File: src/rtl/rfsh_pkg.sv
package rfsh_pkg;
  // Bus arbitration state between the refresh timer and an external master
  typedef enum logic [1:0] {
    ARB_IDLE  = 2'b00,  // bus owned by the processor, nothing due
    ARB_HELD  = 2'b01,  // bus granted to the external master
    ARB_REFR  = 2'b10,  // refresh request presented
    ARB_DRAIN = 2'b11   // refresh due, waiting for hold release
  } arb_state_e;
endpackage

File: src/rtl/rfsh_interval_counter.sv
module rfsh_interval_counter #(
  parameter int PERIOD_W   = 9,
  parameter int RST_PERIOD = 15
) (
  input  logic                clk,
  input  logic                rst,
  input  logic                en,
  input  logic                wr,
  input  logic [PERIOD_W-1:0] wr_val,
  output logic                expire
);
  localparam logic [PERIOD_W-1:0] RST_VAL = PERIOD_W'(RST_PERIOD);

  logic [PERIOD_W-1:0] period_q;
  logic [PERIOD_W-1:0] cnt_q;

  assign expire = en && !wr && (cnt_q == '0);

  always_ff @(posedge clk) begin
    if (rst) begin
      period_q <= RST_VAL;
      cnt_q    <= RST_VAL;
    end else if (wr) begin
      period_q <= wr_val;
      cnt_q    <= wr_val;
    end else if (!en) begin
      cnt_q <= period_q;
    end else if (cnt_q == '0) begin
      cnt_q <= period_q;
    end else begin
      cnt_q <= cnt_q - 1'b1;
    end
  end

  AST_CNT_BOUND: assert property (@(posedge clk) disable iff (rst)
    cnt_q <= period_q);
  AST_IDLE_AT_RELOAD: assert property (@(posedge clk) disable iff (rst)
    (!en && !wr) |=> (cnt_q == period_q));
endmodule

File: src/rtl/rfsh_bus_arbiter.sv
module rfsh_bus_arbiter
  import rfsh_pkg::*;
(
  input  logic clk,
  input  logic rst,
  input  logic en,
  input  logic expire,
  input  logic ack,
  input  logic hold_req,
  output logic req,
  output logic hold_grant
);
  arb_state_e state_q, state_n;

  always_comb begin
    state_n = state_q;
    unique case (state_q)
      ARB_IDLE: begin
        if (en && expire)  state_n = ARB_REFR;
        else if (hold_req) state_n = ARB_HELD;
      end
      ARB_HELD: begin
        if (en && expire)   state_n = ARB_DRAIN;
        else if (!hold_req) state_n = ARB_IDLE;
      end
      ARB_DRAIN: begin
        if (!en)            state_n = hold_req ? ARB_HELD : ARB_IDLE;
        else if (!hold_req) state_n = ARB_REFR;
      end
      ARB_REFR: begin
        if (!en)         state_n = hold_req ? ARB_HELD : ARB_IDLE;
        else if (ack)    state_n = expire ? ARB_REFR
                                 : (hold_req ? ARB_HELD : ARB_IDLE);
      end
      default: state_n = ARB_IDLE;
    endcase
  end

  always_ff @(posedge clk) begin
    if (rst) begin
      state_q    <= ARB_IDLE;
      req        <= 1'b0;
      hold_grant <= 1'b0;
    end else begin
      state_q    <= state_n;
      req        <= (state_n == ARB_REFR);
      hold_grant <= (state_n == ARB_HELD);
    end
  end

  AST_REQ_GRANT_EXCL: assert property (@(posedge clk) disable iff (rst)
    !(req && hold_grant));
  AST_RELEASE_FIRST: assert property (@(posedge clk) disable iff (rst)
    $rose(req) |-> !$past(hold_grant));
  AST_QUIET_DISABLED: assert property (@(posedge clk) disable iff (rst)
    !en |=> !req);
  AST_REQ_STICKY: assert property (@(posedge clk) disable iff (rst)
    (req && !ack && en) |=> req);
  AST_GRANT_DROP: assert property (@(posedge clk) disable iff (rst)
    (en && expire && hold_grant) |=> !hold_grant);
endmodule

File: src/rtl/rfsh_addr_counter.sv
module rfsh_addr_counter #(
  parameter int ADDR_W = 16
) (
  input  logic              clk,
  input  logic              rst,
  input  logic              step,
  output logic [ADDR_W-1:0] addr
);
  always_ff @(posedge clk) begin
    if (rst)       addr <= '0;
    else if (step) addr <= addr + 1'b1;
  end

  AST_ADDR_STABLE: assert property (@(posedge clk) disable iff (rst)
    !step |=> $stable(addr));
endmodule

File: src/rtl/dram_refresh_timer.sv
module dram_refresh_timer #(
  parameter int PERIOD_W   = 9,
  parameter int ADDR_W     = 16,
  parameter int RST_PERIOD = 15
) (
  input  logic                clk,
  input  logic                rst,
  input  logic                refresh_en,
  input  logic                period_wr,
  input  logic [PERIOD_W-1:0] period_val,
  output logic                rfsh_req,
  output logic [ADDR_W-1:0]   rfsh_addr,
  input  logic                rfsh_ack,
  input  logic                hold_req,
  output logic                hold_grant
);
  logic expire;
  logic served;

  assign served = rfsh_req && rfsh_ack;

  rfsh_interval_counter #(
    .PERIOD_W  (PERIOD_W),
    .RST_PERIOD(RST_PERIOD)
  ) u_interval (
    .clk   (clk),
    .rst   (rst),
    .en    (refresh_en),
    .wr    (period_wr),
    .wr_val(period_val),
    .expire(expire)
  );

  rfsh_bus_arbiter u_arbiter (
    .clk       (clk),
    .rst       (rst),
    .en        (refresh_en),
    .expire    (expire),
    .ack       (rfsh_ack),
    .hold_req  (hold_req),
    .req       (rfsh_req),
    .hold_grant(hold_grant)
  );

  rfsh_addr_counter #(
    .ADDR_W(ADDR_W)
  ) u_addr (
    .clk (clk),
    .rst (rst),
    .step(served),
    .addr(rfsh_addr)
  );
endmodule

File: config.mk
export PLATFORM = sky130hd
export DESIGN_NAME = dram_refresh_timer
export DESIGN_NICKNAME = d
export VERILOG_FILES = /design/src/rtl/rfsh_pkg.sv /design/src/rtl/rfsh_interval_counter.sv /design/src/rtl/rfsh_bus_arbiter.sv /design/src/rtl/rfsh_addr_counter.sv /design/src/rtl/dram_refresh_timer.sv
export SDC_FILE = /design/constraint.sdc
export NUM_CORES = 1
export LEC_CHECK = 0
export BUFFER_PORTS_ARGS = -buffer_cell sky130_fd_sc_hd__buf_2
export CORE_ASPECT_RATIO = 1.4
export CORE_MARGIN = 2
export CORE_UTILIZATION = 54
export CTS_CLUSTER_DIAMETER = 80
export CTS_CLUSTER_SIZE = 24
export DETAILED_ROUTE_END_ITERATION = 8
export PLACE_DENSITY = 0.82
export SYNTH_ARGS = -nofsm -noshare
export SYNTH_HDL_FRONTEND = slang
export SYNTH_SLANG_ARGS = --single-unit
File: constraint.sdc
create_clock -name clk -period 2.5 [get_ports clk]
set_clock_uncertainty 0.15 [all_clocks]
set_input_delay 0.125 -clock clk [delete_from_list [all_inputs] [get_ports clk]]
set_output_delay 0.125 -clock clk [all_outputs]
set_load 0.005 [all_outputs]
## After elaboration in Yosys (flattened, before gate mapping)

Cells that the tools add are included.
W data, S select, Z words.

| storage, ports and cells | value |
|---|---|
| flip-flop bits (word level) | 38 |
| input bits | 15 |
| word-level logic and storage cells | 34 |

| cells by class | value |
|---|---|
| $add $sub $neg | 2 |
| equality and inequality tests | 5 |
| mux-type cells | 14 |
| reduce and logical (&&, ||, !) cells | 7 |

Operators with widths:

| cell | number |
|---|---|
| $mux W9 | 3 |
| $mux W2 | 9 |
| $add A16 B1 Y16 const B | 1 |
| $logic_not A9 Y1 | 1 |
| $sub A9 B1 Y9 const B | 1 |
| $pmux W2 S4 | 1 |
| $eq A2 B2 Y1 const B | 3 |
| $eq A2 B1 Y1 const B | 2 |
| $logic_and A1 B1 Y1 | 4 |
| $logic_not A2 Y1 | 1 |
| $logic_not A1 Y1 | 1 |
| $mux W1 | 1 |

## Depth between registers and ports, before layout

Gate-level depths: netlist (run 1).

| depth | value |
|---|---|
| word-level depth | 8 |
| depth in mapped cells | 8 |
| depth with buffers taken out | 6 |

## Cells and area by module

A second synthesis (run 1) with hierarchy kept.

| second synthesis, totals | value |
|---|---|
| cells, all modules | 193 |
| area total of the unflattened synthesis | 1755.4 µm² |

By module, submodules not included:

| module | instances | cells each | area an instance (µm²) | seq. area each (µm²) |
|---|---|---|---|---|
| rfsh_interval_counter | 1 | 93 | 825.8 | 360.3 |
| rfsh_addr_counter | 1 | 83 | 757.0 | 320.3 |
| rfsh_bus_arbiter | 1 | 16 | 166.4 | 80.1 |
| dram_refresh_timer | 1 | 1 | 6.3 | 0.0 |

## Worst setup path before layout (run 1)

No wires, ideal clock.

| timing path | value |
|---|---|
| path type | flip-flop to flip-flop |
| from | reg u_interval.cnt_q[0] |
| to | reg u_interval.cnt_q[5] |
| arrival | 1.714 ns |
| slack | 0.504 ns |
| stages on the path, launching flop included | 9 |
| buffers on the path | 2 |
| period minus slack after synthesis | 1.996 ns |
| cells stage by stage | dfxtp_1 -> inv_1 -> ha_1 -> or3b_2 -> clkbuf_1 -> o31a_1 -> buf_6 -> o21ai_1 -> o22ai_2 |

| on the way | value |
|---|---|
| longest elaborated chain between the ends | 4 |

RTL lines:

| element | RTL line | source |
|---|---|---|
| start: declaration | rfsh_interval_counter.sv:15 | `logic [PERIOD_W-1:0] cnt_q;` |
| start signal: assignment | rfsh_interval_counter.sv:25 | `cnt_q <= wr_val;` |
| start signal: assignment | rfsh_interval_counter.sv:27 | `cnt_q <= period_q;` |
| start signal: assignment | rfsh_interval_counter.sv:29 | `cnt_q <= period_q;` |
| $sub A9 B1 Y9 or $logic_not A9 Y1 (tied branches) | rfsh_interval_counter.sv:31, rfsh_interval_counter.sv:28 |  |
| $mux W9 * | rfsh_interval_counter.sv:28 | `end else if (cnt_q == '0) begin` |
| $mux W9 * | rfsh_interval_counter.sv:26 | `end else if (!en) begin` |
| $mux W9 * | rfsh_interval_counter.sv:23 | `end else if (wr) begin` |

Mark *: on every way between the ends. The rest lies on a longest branch, timed or not.
A chain may end at the register's enable or synchronous reset.

## Final worst setup path (run 1)

| timing path | value |
|---|---|
| from | reg u_interval.cnt_q[0] |
| to | reg u_interval.cnt_q[1] |

The elaborated chain is that of the path after synthesis.

==> results.tsv, run 1 <==
metric	value	unit
number of port buffers	32	
Hold Startpoint	rfsh_ack	
Crit Path Category	flop to flop	
Area growth syn-to-layout	22.6	%
Antenna Diode Count	0	
GRT Total Usage	0.205	
setup TNS	0	ps
VDD IR-drop max	433	µV
Avg Cell Area, Syn	8.65	µm²
Max Cap Viol	0	
Core Rows	24	
chip width	51.6	µm
Critical Path Slowest Stage Cell	or3b_2	
initial drt markers	39	
initial antenna violation count	0	
CTS tree	built	
r2r setup slk	380	ps
first-pass GRT wire length	5640	µm
WL final	3460	µm
Final Worst Setup Slack	380	ps
combinational fraction of design power	0.086	
worst reg2reg startpoint	u_interval.cnt_q[0]$_SDFF_PP1_	
number of global-route vias before repair	1398	
DP HPWL	2310	µm
FILL cells	268	
Post-Syn Area	0.00171	mm²
final setup violation count	0	
synthesized flop and latch total	38	
biggest cell delay along the critical path	520	ps
fraction of layout instances using a drive strength above 1	0.208	
sequential cell area fraction in the yosys report	0.444	
area of the core	0.00306	mm²
pwr dens	598	mW/mm²
Crit path buffers/inverters	1	
sequential power share	0.511	
fmax	472	MHz
GR Overflow Total	0	
P_sw	281	µW
root buf cell	clkbuf_8	
routed vias	1531	
GP Congestion	0.788	
Distinct cells, synth	39	
Critical Path RT	2560	ps
Non-Filler Instances	279	
Post-CTS Repair Setup Buffers	0	
type of origin of the critical path	flop	
worst min path class	input pin to flop	
DRC viols	0	
vias per inst	5.49	
number of gates resized after CTS	0	
Num Clock Sinks	38	
crit path DAT	2180	ps
Fin. Hold Viols	0	
Hold Crit Endpoint	u_addr.addr[1]$_SDFFE_PP0P_	
H-Tree Depth	2	
Clock Power Share	0.402	
Clk Latency, worst-skew pair	290	ps
Hold Path Depth	3	
Sw Share	0.224	
Initial Util	0.559	
Int Pwr	975	µW
fin crit period	2120	ps
outcome	finished clean	
CP Capture Type	flop	
Mapped Nets	215	
cell class contributing the biggest share of worst-path delay	simple AND/OR/NAND/NOR gates	
I/O pins	33	
Worst Hold Slack	19.5	ps
Ys Warns	0	
post-layout util	0.685	
DP Cell Count	260	
routed len/inst	12.4	µm
Antenna Violating Nets Remaining	0	
clock buffer depth	2	
pre-CTS setup slack	385	ps
post-route clock period utilization	0.848	
total CTS buffers	5	
first drt pass iteration count	4	
Die Area	0.00365	mm²
hold buffer count at CTS	11	
Worst R2R Path Depth	6	
Final #Nets	256	
crit-path cells	inv_1, ha_1, or3b_2, o31a_1, and2_1, o31ai_2	
post-synthesis cell count	198	
r2r endpoint	u_interval.cnt_q[1]$_SDFF_PP1_	
RSZ-0062 raised after global routing	no	
Die Ht	70.6	µm
Worst Max-Slew Pin Slew	631	ps
Slew headroom	0.580	
largest net degree at the start of global routing	36	
critical path fanouts, max	12	
Static Leak	0.885	nW
clock transition at the registers of the reported paths	70	ps
Slew Viols, Final	0	
## worst max-delay path by stage
stage | startpoint | endpoint | slack [ps] | depth (start not counted)
3_5_place_dp | u_interval.cnt_q[0]$_SDFF_PP1_ | u_interval.cnt_q[3]$_SDFF_PP1_ | 390 | 6
3_3_place_gp | u_interval.cnt_q[0]$_SDFF_PP1_ | u_interval.cnt_q[1]$_SDFF_PP1_ | 440 | 6
4_1_cts | u_interval.cnt_q[0]$_SDFF_PP1_ | u_interval.cnt_q[3]$_SDFF_PP1_ | 380 | 6
6_report | u_interval.cnt_q[0]$_SDFF_PP1_ | u_interval.cnt_q[1]$_SDFF_PP1_ | 380 | 6
2_1_floorplan | u_interval.cnt_q[0]$_SDFF_PP1_ | u_interval.cnt_q[5]$_SDFF_PP0_ | 500 | 8
5_1_grt | u_interval.cnt_q[0]$_SDFF_PP1_ | u_interval.cnt_q[3]$_SDFF_PP1_ | 280 | 6
## area by class of cell
cell class / count / area, µm² / share of cell area
tap: 39 / 48.8 / 0.0232
clock buffer: 5 / 68.8 / 0.0328
timing repair buffer: 43 / 270 / 0.129
multi-input combinational: 142 / 877 / 0.418
inverter: 9 / 33.8 / 0.0161
clock inverter: 3 / 40.0 / 0.0191
sequential: 38 / 761 / 0.362
## logic make-up after synthesis
family                   synth area share
buffers and inverters              0.0438
XOR/XNOR                           0.0665
flip-flops                          0.444
AND/OR/NAND/NOR                     0.250
adder cells (fa/ha/maj)            0.0146
AO/OA/AOI/OAI                       0.169
multiplexers                       0.0117
## synthesized netlist by cell type
cell	number	area share
a21o_1	1	0.0044
a21oi_1	16	0.047
a22o_1	1	0.0051
a311oi_1	2	0.010
and2_1	1	0.0037
and3_1	1	0.0037
and3_4	2	0.013
and3b_1	1	0.0051
and4_1	3	0.015
buf_6	1	0.0066
clkbuf_1	8	0.018
dfxtp_1	38	0.44
ha_1	2	0.015
inv_1	9	0.020
mux2i_1	2	0.012
nand2_1	18	0.039
nand2b_1	1	0.0037
nand3_1	6	0.018
nand4_1	7	0.026
nor2_1	20	0.044
nor2b_1	1	0.0037
nor3_1	3	0.0088
nor4_1	4	0.015
nor4b_1	1	0.0051
o21ai_0	11	0.032
o21ai_1	3	0.0088
o21ba_2	1	0.0058
o22ai_1	1	0.0037
o22ai_2	2	0.015
o31a_1	2	0.010
o31ai_1	3	0.013
o31ai_2	2	0.015
or2_2	1	0.0037
or3_1	5	0.018
or3b_2	1	0.0051
or4_1	3	0.013
or4_4	1	0.0066
xnor2_1	5	0.026
xor2_1	8	0.041
## worst register-to-register path, stage by stage (launching register included)
cell and delay [ps]:
dfxtp_1 320, inv_1 80, ha_1 170, or3b_2 520, o31a_1 410, and2_1 230
o31ai_2 160
## placed cells by master (no fill, tap or decap), types with 3 or more instances in the layout
cell type	netlist	layout
a21oi_1	16	16
and4_1	3	3
buf_2	0	32
clkbuf_8	0	5
dfxtp_1	38	38
dlygate4sd3_1	0	11
inv_1	9	9
nand2_1	18	18
nand3_1	6	6
nand4_1	7	7
nor2_1	20	20
nor3_1	3	3
nor4_1	4	4
o21ai_0	11	11
o21ai_1	3	3
o31ai_1	3	3
or3_1	5	5
or4_1	3	3
xnor2_1	5	5
xor2_1	8	8
## layer usage
layer / share of wire / global-route usage
met3: 0.046 / 0.0506
met5: 0 / 0
met4: 0.030 / 0.111
met1: 0.41 / 0.201
met2: 0.51 / 0.377
## power groups by stage
stage / clock, mW / sequential [mW] / combinational (mW)
after floorplan: 0 / 0.651 / 0.0735
after global placement: 0 / 0.655 / 0.0934
after detailed placement: 0 / 0.656 / 0.0955
after CTS: 0.517 / 0.642 / 0.109
after global routing: 0.543 / 0.644 / 0.121
final: 0.505 / 0.642 / 0.109
## flip-flops by register name, summed over array words and instances (netlist names)
name and flops:
u_arbiter.hold_grant 1, u_arbiter.state_q 2, u_addr.addr 16, u_arbiter.req 1, u_interval.period_q 9, u_interval.cnt_q 9
## stage by stage
step / cell area, µm² / power (mW)
floorplan: 1710 / 0.725
global placement: 1880 / 0.748
detailed placement: 1880 / 0.751
CTS: 2100 / 1.27
global route: 2100 / 1.31
finish: 2100 / 1.26
No activity file was read; power rests on OpenSTA's default activity.
==> run 2: changes to the inputs <==
--- a/config.mk
+++ b/config.mk
@@ -5,14 +5,15 @@
 export SDC_FILE = /design/constraint.sdc
 export NUM_CORES = 1
 export LEC_CHECK = 0
+export ABC_AREA = 1
 export BUFFER_PORTS_ARGS = -buffer_cell sky130_fd_sc_hd__buf_2
 export CORE_ASPECT_RATIO = 1.4
 export CORE_MARGIN = 2
-export CORE_UTILIZATION = 54
+export CORE_UTILIZATION = 49
 export CTS_CLUSTER_DIAMETER = 80
 export CTS_CLUSTER_SIZE = 24
 export DETAILED_ROUTE_END_ITERATION = 8
-export PLACE_DENSITY = 0.82
+export PLACE_DENSITY = 0.78
 export SYNTH_ARGS = -nofsm -noshare
 export SYNTH_HDL_FRONTEND = slang
 export SYNTH_SLANG_ARGS = --single-unit
==> constraint.sdc (replaced) <==
create_clock -name clk -period 1.8 [get_ports clk]
set_clock_uncertainty 0.15 [all_clocks]
set_input_delay 0.09 -clock clk [delete_from_list [all_inputs] [get_ports clk]]
set_output_delay 0.09 -clock clk [all_outputs]
set_load 0.005 [all_outputs]
==> run 2 against run 1 <==
Compared with the run above: setup slack worse by 210 ps; critical path type unchanged; power grew 32%; sequential share of layout area decreased by 2.0 points; final area increased by 6.6%; wire length is 8.2% higher; die area rose by 15%; sequential power is 38% higher; largest cell class unchanged; combinational power up 44%; critical endpoint is now u_arbiter.hold_grant$_SDFF_PP0_; first-iteration DRC count decreased by 23%; synthesized area grew 5.0%; clock power increased by 23%.
==> results.tsv, run 2 <==
metric	value	unit	change
first drt pass iteration count	4		unchanged
Antenna Diode Count	0		unchanged
most common cell after layout, fill and taps aside	nand2_1		was dfxtp_1
Avg Cell Area, Syn	6.92	µm²	was 8.65 µm²
setup TNS	0	ps	unchanged
final setup violation count	0		unchanged
Fin. Hold Viols	0		unchanged
max reg flops	16		unchanged
post-synthesis xor/xnor area fraction	0.0146		was 0.0665
GR Overflow Total	0		unchanged
root buf cell	clkbuf_8		unchanged
mux cell area share after synthesis	0		was 0.0117
Clk Latency, worst-skew pair	300	ps	was 290 ps
number of global-route vias before repair	1656		was 1398
crit path DAT	1710	ps	was 2180 ps
first-pass GRT wire length	6570	µm	was 5640 µm
post-synthesis cell count	260		was 198
clock buffer depth	2		unchanged
synthesized flop and latch total	38		unchanged
type of origin of the critical path	flop		unchanged
Final #Nets	323		was 256
Area growth syn-to-layout	24.3	%	was 22.6%
Synth area leader	dfxtp_1		unchanged
clock transition at the registers of the reported paths	80	ps	was 70 ps
crit-path cells	inv_1, ha_2, nand2_2, nor2_4, nand4_1, nand2_1, nand2_1, nand2_1, nand2_1, nor2_1		was inv_1, ha_1, or3b_2, o31a_1, and2_1, o31ai_2
fmax	614	MHz	was 472 MHz
commonest cells after routing, fill and taps aside	nand2_1, dfxtp_1, buf_2		was dfxtp_1, buf_2, nor2_1
GP Congestion	0.836		was 0.788
top-count cell post-synth	nand2_1		was dfxtp_1
critical path fanouts, max	5		was 12
fin crit period	1630	ps	was 2120 ps
initial antenna violation count	0		unchanged
Slew Viols, Final	0		unchanged
Post-Syn Area	0.00180	mm²	was 0.00171 mm²
Synth Area in Adders	0.0139		was 0.0146
total CTS buffers	5		unchanged
fraction of layout instances using a drive strength above 1	0.218		was 0.208
largest net degree at the start of global routing	19		was 36
DRC viols	0		unchanged
CTS tree	built		unchanged
chip width	55.2	µm	was 51.6 µm
cell class contributing the biggest share of worst-path delay	simple AND/OR/NAND/NOR gates		unchanged
Crit Path Category	flop to flop		unchanged
worst reg2reg startpoint	u_interval.cnt_q[0]$_SDFF_PP1_		unchanged
DP HPWL	2720	µm	was 2310 µm
Synth Area in Compound Gates	0.118		was 0.169
fraction of registers with async set/reset	0		unchanged
CP Capture Type	flop		unchanged
number of synthesized flops with an enable pin	0		unchanged
routed vias	1738		was 1531
sequential cell area fraction in the yosys report	0.423		was 0.444
Initial Util	0.503		was 0.559
Largest Register	u_addr.addr		unchanged
number of port buffers	32		unchanged
vias per inst	4.98		was 5.49
Antenna Violating Nets Remaining	0		unchanged
Final Worst Setup Slack	172	ps	was 380 ps
H-Tree Depth	2		unchanged
pwr dens	743	mW/mm²	was 598 mW/mm²
area of the core	0.00358	mm²	was 0.00306 mm²
Worst path most repeated cell	nand2_1		
Synth top cells by count	nand2_1, dfxtp_1, nor2_1		was dfxtp_1, nor2_1, nand2_1
routed len/inst	10.7	µm	was 12.4 µm
I/O pins	33		unchanged
Num Clock Sinks	38		unchanged
Max Cap Viol	0		unchanged
Die Area	0.00418	mm²	was 0.00365 mm²
post-layout util	0.625		was 0.685
dominant cells by area after synthesis	dfxtp_1, nand2_1, nor2_1		was dfxtp_1, a21oi_1, nor2_1
Critical path origin	u_interval.cnt_q[0]$_SDFF_PP1_		unchanged
Distinct cells, synth	28		was 39
top flop regs	u_addr.addr x16, u_interval.cnt_q x9, u_interval.period_q x9		unchanged
RSZ-0062 raised after global routing	no		unchanged
cell depth of the worst setup path	10		was 6
Crit path buffers/inverters	1		unchanged
largest family of logic cells by synthesized area	simple AND/OR/NAND/NOR gates		unchanged
outcome	finished clean		unchanged
post-synth top area share	0.423		was 0.444
Static Leak	1.04	nW	was 0.885 nW
initial drt markers	30		was 39
Core Rows	26		was 24
WL final	3740	µm	was 3460 µm
pre-CTS setup slack	111	ps	was 385 ps
worst min path class	input pin to flop		unchanged
Ys Warns	0		unchanged
Worst Max-Slew Pin Slew	449	ps	was 631 ps
Die Ht	75.7	µm	was 70.6 µm
Critical Path RT	1880	ps	was 2560 ps
Slew headroom	0.700		was 0.580
Worst R2R Path Depth	10		was 6
biggest cell delay along the critical path	310	ps	was 520 ps
Critical Path Slowest Stage Cell	dfxtp_1		was or3b_2
VDD IR-drop max	508	µV	was 433 µV
Hold Startpoint	period_wr		was rfsh_ack
Mapped Nets	277		was 215
GRT Total Usage	0.200		was 0.205
ys flop type	dfxtp_1		unchanged
post-route clock period utilization	0.905		was 0.848
Hold Path Depth	3		unchanged
Simple-Gate Fraction of Synth Area	0.350		was 0.250
[run 2: cell types whose count changed in the layout (fill, tap and decap cells not counted), sizes merged, moves of 4 or more]
cell / before / now
nand2: 18 / 76
inv: 9 / 31
nor2: 20 / 36
nand3: 6 / 18
a21oi: 16 / 22
xor2: 8 / 2
o31ai: 5 / 0
or3: 5 / 0
nor4: 4 / 0
o21ai: 14 / 18
or4: 4 / 0
xnor2: 5 / 1
[run 2: worst paths after layout]
path | endpoint | slack (ps)
max | u_arbiter.hold_grant$_SDFF_PP0_ | 170
min | u_interval.period_q[4]$_SDFFE_PP0P_ | 3
min reg2reg | u_interval.period_q[3]$_SDFFE_PP1P_ | 310
max reg2reg | u_arbiter.hold_grant$_SDFF_PP0_ | 170
[run 2: area by class of cell]
type / instances / area (µm²)
Sequential cell: 38 / 766
Tap cell: 42 / 52.6
Fill cell: 352 / 1340
Timing Repair Buffer: 44 / 275
Clock buffer: 6 / 82.6
Multi-Input combinational cell: 184 / 923
Inverter: 33 / 125
Clock inverter: 2 / 12.5
[run 2: per-stage QoR]
| step | instances | power, mW | hold slack (ps) | instance area, µm² |
|---|---|---|---|---|
| after floorplan | 260 | 1.00 | 76.1 | 1800 |
| final | 349 | 1.66 | 2.82 | 2240 |
| after global placement | 331 | 1.04 | 171 | 2010 |
| after global routing | 349 | 1.73 | 20.8 | 2240 |
| after detailed placement | 331 | 1.04 | 172 | 2010 |
| after CTS | 349 | 1.68 | 0.209 | 2200 |
[run 2: timing repair]
action | 4_1_cts | 5_1_grt
gates resized for setup | 0 | 10
hold buffers | 10 | 0
endpoints found under the hold margin | 16 | 0
setup endpoints to repair | 0 | 12
buffers inserted | 0 | 0
[run 2: worst register-to-register path: cells and delay by family, from the launching register on]
family | cells | cell delay, ps
buf+inv | 1 | 90
flops | 1 | 310
simple gates | 8 | 790
fa+ha+maj | 1 | 220
[run 2: logic make-up after synthesis]
kind of cell / after synthesis
xor+xnor: 3
buf+inv: 38
compound gates: 41
fa+ha+maj: 2
simple gates: 138
flops: 38
[run 2: per-layer routing]
metal,up-vias,track usage,share of wire
li1,916,-,-
met1,775,0.187,0.40
met2,34,0.392,0.53
met3,13,0.0543,0.043
met4,0,0.119,0.029
met5,-,0,0
[run 2: power by group]
part	switching (mW)	internal, mW
Combinational	0.0897	0.0672
Clock	0.313	0.308
Sequential	0.0152	0.869
==> run 3: changes to the inputs <==
--- a/config.mk
+++ b/config.mk
@@ -5,7 +5,7 @@
 export SDC_FILE = /design/constraint.sdc
 export NUM_CORES = 1
 export LEC_CHECK = 0
-export ABC_AREA = 1
+export ABC_AREA = 0
 export BUFFER_PORTS_ARGS = -buffer_cell sky130_fd_sc_hd__buf_2
 export CORE_ASPECT_RATIO = 1.4
 export CORE_MARGIN = 2
@@ -13,7 +13,7 @@
 export CTS_CLUSTER_DIAMETER = 80
 export CTS_CLUSTER_SIZE = 24
 export DETAILED_ROUTE_END_ITERATION = 8
-export PLACE_DENSITY = 0.78
+export PLACE_DENSITY = 0.79
 export SYNTH_ARGS = -nofsm -noshare
 export SYNTH_HDL_FRONTEND = slang
 export SYNTH_SLANG_ARGS = --single-unit
==> run 3 against run 2 <==
Compared with the run above: the flow now finishes with violations (negative setup slack); maximum frequency fell by 11%; via count fell by 4.9%; combinational power rose by 36%; sequential power rose by 1%; wire length rose by 9.3%; final cell count fell by 14%; count of clock-buffer cells in the layout fell by 1; non-clock buffer count rose by 18; highest routed layer unchanged; flip-flop and latch count did not move.
==> results.tsv, run 3 (synthesis results as in run 1) <==
metric	value	unit	change
outcome	finished, violations left		was finished clean
failing checks	negative setup slack		
largest net degree at the start of global routing	36		was 19
CP Capture Type	flop		unchanged
Clk Latency, worst-skew pair	300	ps	about the same
r2r setup slk	-40	ps	was 170 ps
WL final	4090	µm	was 3740 µm
GRT Total Usage	0.221		was 0.200
GR Overflow Total	0		unchanged
critical path fanouts, max	6		was 5
Largest Register	u_addr.addr		unchanged
fin crit period	1840	ps	was 1630 ps
vias per inst	5.51		was 4.98
combinational fraction of design power	0.118		was 0.094
pwr dens	765	mW/mm²	was 743 mW/mm²
Sw Share	0.238		was 0.251
commonest cells after routing, fill and taps aside	dfxtp_1, buf_2, nand2_1, nor2_1, a21oi_1		was nand2_1, dfxtp_1, buf_2
Antenna Violating Nets Remaining	0		unchanged
Int Pwr	1.39	mW	was 1.24 mW
fmax	544	MHz	was 614 MHz
Hold Path Depth	3		unchanged
routed vias	1652		was 1738
Max Cap Viol	0		unchanged
Pwr Total	1.82	mW	was 1.66 mW
Initial Util	0.512		was 0.503
DP HPWL	2640	µm	was 2720 µm
Die Ht	74.0	µm	was 75.7 µm
initial drt markers	37		was 30
P_sw	433	µW	was 418 µW
Fin. Hold Viols	0		unchanged
VDD IR-drop max	775	µV	was 508 µV
Clock Power Share	0.391		was 0.373
r2r endpoint	u_arbiter.hold_grant$_SDFF_PP0_		unchanged
Worst Hold Slack	48.5	ps	was 2.82 ps
total CTS buffers	5		unchanged
crit path DAT	1880	ps	was 1710 ps
worst min path class	input pin to flop		unchanged
sequential power share	0.491		was 0.532
CTS tree	built		unchanged
first drt pass iteration count	4		unchanged
clock transition at the registers of the reported paths	80	ps	about the same
Core Rows	25		was 26
max reg flops	16		unchanged
Static Leak	0.997	nW	was 1.04 nW
post-route clock period utilization	1.02		was 0.905
Worst Max-Slew Pin Slew	635	ps	was 449 ps
Slew Viols, Final	0		unchanged
pre-CTS setup slack	-158	ps	was 111 ps
chip width	54.0	µm	was 55.2 µm
root buf cell	clkbuf_8		unchanged
GP Congestion	0.773		was 0.836
RSZ-0062 raised after global routing	yes		was no
I/O pins	33		unchanged
Num Clock Sinks	38		unchanged
worst reg2reg startpoint	u_interval.cnt_q[0]$_SDFF_PP1_		unchanged
Crit Path Category	flop to flop		unchanged
Slew headroom	0.577		was 0.700
clock buffer depth	2		unchanged
fraction of layout instances using a drive strength above 1	0.346		was 0.218
Hold Crit Endpoint	u_interval.period_q[4]$_SDFFE_PP0P_		unchanged
top flop regs	u_addr.addr x16, u_interval.cnt_q x9, u_interval.period_q x9		unchanged
Antenna Diode Count	0		unchanged
area of the core	0.00335	mm²	was 0.00358 mm²
initial antenna violation count	0		unchanged
number of global-route vias before repair	1530		was 1656
Final Worst Setup Slack	-39.6	ps	was 172 ps
Critical Path RT	1840	ps	was 1880 ps
routed len/inst	13.6	µm	was 10.7 µm
type of origin of the critical path	flop		unchanged
number of port buffers	32		unchanged
Worst R2R Path Depth	7		was 10
Hold Startpoint	period_wr		unchanged
Die Area	0.00399	mm²	was 0.00418 mm²
H-Tree Depth	2		unchanged
final setup violation count	7		was 0
DRC viols	0		unchanged
Final #Nets	276		was 323
most common cell after layout, fill and taps aside	dfxtp_1		was nand2_1
Area growth syn-to-layout	39.2	%	was 24.3%
first-pass GRT wire length	6490	µm	was 6570 µm
-- run 3: how the worst max path moves through the flow --
stage / start / to / slack (ps) / cells after the start
after floorplan: u_interval.cnt_q[1]$_SDFF_PP1_ / u_interval.cnt_q[0]$_SDFF_PP1_ / -100 / 8
after global placement: u_interval.cnt_q[0]$_SDFF_PP1_ / u_interval.cnt_q[1]$_SDFF_PP1_ / -110 / 6
after detailed placement: u_interval.cnt_q[0]$_SDFF_PP1_ / u_interval.cnt_q[1]$_SDFF_PP1_ / -160 / 6
after CTS: u_interval.cnt_q[5]$_SDFF_PP0_ / u_interval.cnt_q[3]$_SDFF_PP1_ / -50 / 4
after global routing: u_interval.cnt_q[1]$_SDFF_PP1_ / u_arbiter.state_q[0]$_SDFF_PP0_ / -110 / 7
final: u_interval.cnt_q[0]$_SDFF_PP1_ / u_arbiter.hold_grant$_SDFF_PP0_ / -40 / 7
-- run 3: critical path, cell delays in order (launching register included) --
cell and delay (ps):
dfxtp_2 330, inv_2 60, ha_4 120, or3b_4 390
buf_6 150, nor4_4 250, nor2_2 90, and3b_1 180
-- run 3: through the flow --
step,cell area (µm²),util,TNS (ps),instances
6_report,2380,0.712,-200,300
4_1_cts,2330,0.696,-189,299
2_1_floorplan,1750,-,-562,198
3_3_place_gp,2020,0.603,-544,276
5_1_grt,2380,0.712,-783,300
3_5_place_dp,2020,0.603,-878,276
-- run 3: cell type report --
class / instances / area (µm²)
flip-flops and latches: 38 / 764
multi-input cells: 143 / 997
inverters: 9 / 33.8
repair buffers: 62 / 429
fillers: 246 / 963
well taps: 40 / 50.0
clock buffers: 5 / 68.8
clock inverters: 3 / 40.0
-- run 3: what timing repair did --
| action | CTS | global route |
|---|---|---|
| cloned | 1 | 0 |
| hold buffers | 12 | 0 |
| endpoints found under the hold margin | 20 | 0 |
| setup buffers | 2 | 1 |
| resized for setup | 13 | 11 |
| pin swaps | 11 | 4 |
| setup endpoints to repair | 11 | 14 |
-- run 3: power by group through the flow --
stage / clock network, mW / registers, mW / logic (mW)
after floorplan: 0 / 0.907 / 0.107
after global placement: 0 / 0.908 / 0.158
after detailed placement: 0 / 0.909 / 0.161
after CTS: 0.728 / 0.893 / 0.201
after global routing: 0.757 / 0.898 / 0.236
final: 0.714 / 0.895 / 0.214
-- run 3: routing by layer --
metal,wire [µm],part of all wire,vias to the layer above,GRT usage
met5,0,0,-,0
met4,56,0.014,0,0.0889
met3,188,0.046,5,0.0542
met2,2270,0.55,40,0.408
met1,1580,0.39,775,0.233
li1,-,-,832,-
